==> src/rtl/atten_serial_rx.sv <==
module atten_serial_rx #(
  parameter int FRAME_BITS  = 16,
  parameter int WORD_BITS   = 8,
  parameter int ADDR_BITS   = 3,
  parameter int SYNC_STAGES = 2,
  parameter logic [WORD_BITS-2:0] RESET_CODE = '1
) (
  input  logic                            clk,
  input  logic                            rst_n,
  input  logic                            ser_sel,
  input  logic                            sclk_in,
  input  logic                            sdata_in,
  input  logic                            latch_in,
  input  logic [ADDR_BITS-1:0]            strap_addr,
  output logic [WORD_BITS-2:0]            atten_code,
  output logic                            frame_err,
  output logic [$clog2(FRAME_BITS+1)-1:0] bit_count
);
  localparam int CNT_W = $clog2(FRAME_BITS+1);
  localparam int LVL_W = WORD_BITS - 1;

  logic [SYNC_STAGES-1:0] sclk_sync, sdat_sync, le_sync;
  logic sclk_d, le_d;
  logic [FRAME_BITS-1:0] shreg;

  always_ff @(posedge clk or negedge rst_n) begin
    if (!rst_n) begin
      sclk_sync <= '0;
      sdat_sync <= '0;
      le_sync   <= '0;
      sclk_d    <= 1'b0;
      le_d      <= 1'b0;
    end else begin
      sclk_sync <= {sclk_sync[SYNC_STAGES-2:0], sclk_in};
      sdat_sync <= {sdat_sync[SYNC_STAGES-2:0], sdata_in};
      le_sync   <= {le_sync[SYNC_STAGES-2:0], latch_in};
      sclk_d    <= sclk_sync[SYNC_STAGES-1];
      le_d      <= le_sync[SYNC_STAGES-1];
    end
  end

  wire sclk_now = sclk_sync[SYNC_STAGES-1];
  wire le_now   = le_sync[SYNC_STAGES-1];
  wire shift_en = ser_sel & ~le_now & sclk_now & ~sclk_d;
  wire le_rise  = ser_sel & le_now & ~le_d;
  wire addr_hit = shreg[WORD_BITS +: ADDR_BITS] == strap_addr;

  always_ff @(posedge clk or negedge rst_n) begin
    if (!rst_n) begin
      shreg     <= '0;
      bit_count <= '0;
    end else if (le_rise) begin
      bit_count <= '0;
    end else if (shift_en) begin
      shreg <= {sdat_sync[SYNC_STAGES-1], shreg[FRAME_BITS-1:1]};
      if (bit_count != CNT_W'(FRAME_BITS)) bit_count <= bit_count + 1'b1;
    end
  end

  always_ff @(posedge clk or negedge rst_n) begin
    if (!rst_n) begin
      atten_code <= RESET_CODE;
      frame_err  <= 1'b0;
    end else if (le_rise && addr_hit) begin
      atten_code <= shreg[LVL_W-1:0];
      frame_err  <= shreg[LVL_W];
    end
  end

  a_r4_hold_between_latches: assert property (@(posedge clk) disable iff (!rst_n)
    !le_rise |=> $stable(atten_code) && $stable(frame_err));

  a_r6_mismatch_keeps: assert property (@(posedge clk) disable iff (!rst_n)
    (le_rise && !addr_hit) |=> $stable(atten_code) && $stable(frame_err));

  a_r7_err_on_d7: assert property (@(posedge clk) disable iff (!rst_n)
    (le_rise && addr_hit && shreg[LVL_W]) |=> frame_err);

  a_r8_count_cleared: assert property (@(posedge clk) disable iff (!rst_n)
    le_rise |=> bit_count == '0);

  a_r8_count_capped: assert property (@(posedge clk) disable iff (!rst_n)
    bit_count <= CNT_W'(FRAME_BITS));

  a_r3_no_shift_when_latched: assert property (@(posedge clk) disable iff (!rst_n)
    (le_now && le_d) |=> $stable(shreg) && $stable(bit_count));

  a_r10_idle_when_parallel: assert property (@(posedge clk) disable iff (!rst_n)
    !ser_sel |=> $stable(shreg) && $stable(atten_code));
endmodule

==> config.mk <==
export PLATFORM = sky130hd
export DESIGN_NAME = atten_serial_rx
export DESIGN_NICKNAME = d
export VERILOG_FILES = /design/src/rtl/atten_serial_rx.sv
export SDC_FILE = /design/constraint.sdc
export NUM_CORES = 1
export LEC_CHECK = 0
export BUFFER_PORTS_ARGS = -buffer_cell sky130_fd_sc_hd__buf_4
export CAP_MARGIN = 20
export CORE_ASPECT_RATIO = 1.25
export CORE_UTILIZATION = 58
export CTS_CLUSTER_SIZE = 40
export DETAILED_ROUTE_END_ITERATION = 8
export HOLD_SLACK_MARGIN = 0.05
export MAX_ROUTING_LAYER = met4
export PLACE_DENSITY_LB_ADDON = 0.1
export SLEW_MARGIN = 20
export SYNTH_ARGS = -nofsm -noshare
export SYNTH_HDL_FRONTEND = slang
export SYNTH_SLANG_ARGS = --single-unit
export TNS_END_PERCENT = 5
==> constraint.sdc <==
create_clock -name clk -period 4.3 [get_ports clk]
set_input_delay 0.86 -clock clk [delete_from_list [all_inputs] [get_ports clk]]
set_output_delay 0.86 -clock clk [all_outputs]
set_load 0.01 [all_outputs]
==> impl_metrics.toml <==
[critical_path]
cp_max_fo = 8
slowest_stage = "nor4_4"
max_stage_delay_ps = 570
path_delay_family = "simple AND/OR/NAND/NOR gates"
path_class = "input pin to flop"
cp_cell_sequence = "buf_4, xor2_1, nor4_4, mux2_2"
critPathLaunchType = "input pin"
worstPathRequired_ps = 4540
worstSetupEndpointType = "flop"
path_buf_inv = 1
cp.arrival_ps = 2100

[sta]
slew_violations = 0
rsz0062_at_grt = "no"
skew_ps = 17.19
hold_violations = 0
setup_ws_ps = 2432
worst_pin_slew_ps = 732.8
fin_crit_sh = 0.4343
max_freq_mhz = 535.5
setup_viol = 0
finalSetupTns_ps = 0
layout_min_cycle_time_ps = 1868
slew_headroom = 0.5086

[synth]
synthCells = 127
syn_area_sq_um = 1463
ys.flop_type = "dfrtp_1"
synth_seq_area_share = 0.6390
synth_enable_flop_cells = 0
syn_nets = 138
yosys_warnings = 0
ys_ff_latch = 37
avgSynthCellArea_sq_um = 11.52
async_flop_share = 1.000
synth.distinct_cells = 21

[clock_network]
cts_resized = 0
cts-buffers-inserted = 5
htreeDepth = 2
hold_buffers = 0
clkTransAtPathRegs_ps = 100
cts-root-buf = "clkbuf_4"
cts_sinks = 37
cts_buffer_depth = 2
cts_tree = "done"
clock_latency_ps = 340
post_cts_buffers = 0

[placed_design]
place_congestion = 0.7636
io_buffers = 21
dpl_cell_area_sq_um = 1645
hpwl_microns = 1565
dp.cells = 177
place_ws_ps = 2047

[cells_and_area]
nNetsFinal = 162
drive_gt1_frac = 0.3026
areaGrowthSynthToFinish_pct = 18.31
final_common_cell = "nand2_1"
most-common-layout-cells = "nand2_1 (52), dfrtp_1 (30), buf_4 (21), mux2_2 (8), dfstp_2 (7)"
design_area_sq_um = 1730
antennaDiodeCount = 0
fin_cells = 185
n_fill_cell = 194

[detailed_routing]
drtIter0Drc = 11
vias = 952
ant_nets = 0
vias_per_cell = 5.146
drtPass1Iterations = 4
wl_microns = 2335
wl_per_cell_microns = 12.62
route.detailed.drc = 0

[power]
irDropWorstVdd_mv = 0.3733
powerDensity_nw_per_um2 = 388.0
p_leak_nw = 0.9080
power_mw = 0.6715

[die]
die-area_sq_um = 2728
design.core.area_sq_um = 2402
die_h_microns = 58.15
rows = 20
die_w_microns = 46.92
ios = 22
start_util = 0.6089

[global_routing]
grt_max_degree = 38
grt_pass1_vias = 881
grt_pass1_wl_microns = 3926
grt-ovfl-total = 0
groute.usage.overall = 0.2211
grt_antenna_before_repair = 0

[min_path]
hold_path_class = "flop to flop"

[run_status]
status = "complete, no violations"

[run]
maxCapViolCount = 0
==> layer usage <==
| metal | part of all wire | GRT usage | up-vias |
|---|---|---|---|
| li1 | - | - | 462 |
| met5 | 0 | - | - |
| met2 | 0.47 | 0.3016 | 28 |
| met4 | 0.028 | 0.1224 | 0 |
| met3 | 0.042 | 0.08411 | 6 |
| met1 | 0.46 | 0.2799 | 456 |
==> sequential cells by signal (all words and copies together), names as in the netlist <==
signal,cells
bit_count,5
frame_err,1
atten_code,7
le_sync,2
sclk_d,1
sdat_sync,2
sclk_sync,2
shreg,16
le_d,1
==> cell type report <==
type                            instances  area, sq um  area share
Sequential cell                        37        934.6      0.5401
Multi-Input combinational cell         84        504.2      0.2914
Timing Repair Buffer                   21        157.7     0.09111
Clock buffer                            7        55.05     0.03181
Tap cell                               33        41.29     0.02386
Clock inverter                          1        30.03     0.01735
Inverter                                2        7.507    0.004338
==> worst paths after layout <==
check                         startpoint  cells after the start  slack [ps]             to
max reg2reg                   le_sync[1]                      3        2610   bit_count[1]
min in group asynchronous          rst_n                      1         440   bit_count[0]
max                        strap_addr[2]                      4        2430      frame_err
min                         sclk_sync[0]                      0         360   sclk_sync[1]
max in group asynchronous          rst_n                      1        3500  atten_code[3]
min reg2reg                 sclk_sync[0]                      0         360   sclk_sync[1]
==> stage by stage <==
stage	hold WS (ps)	utilization
2_1_floorplan	331.2	-
3_3_place_gp	334.0	0.6849
3_5_place_dp	339.5	0.6849
4_1_cts	361.3	0.7203
5_1_grt	364.8	0.7203
6_report	356.6	0.7203
==> Yosys cell counts (2+ instances only) <==
cell type / count / area [sq um]
nand4_1: 2 / 12.51
dfrtp_1: 30 / 750.7
clkbuf_1: 2 / 7.510
dfstp_2: 7 / 183.9
nand2_1: 52 / 195.2
mux2i_1: 3 / 30.03
nand4bb_1: 2 / 22.52
mux2_2: 8 / 90.09
o21ai_0: 2 / 10.01
nand3_1: 3 / 15.01
a21oi_1: 2 / 10.01
ha_1: 2 / 25.02
inv_1: 2 / 7.510
xor2_1: 3 / 26.28
==> report_power, final <==
group | switching, mW | internal (mW)
clock | 0.109 | 0.139
sequential | 0.0121 | 0.365
combinational | 0.0268 | 0.0197
==> cell families after synthesis <==
kind of cell,count (synthesis),share of synthesized area
AND/OR/NAND/NOR,64,0.2139
flip-flops,37,0.6390
multiplexers,11,0.08212
buffers and inverters,6,0.01625
AO/OA/AOI/OAI,4,0.01369
XOR/XNOR,3,0.01797
adder cells (fa/ha/maj),2,0.01711
Power figures use the tool's default switching activity.
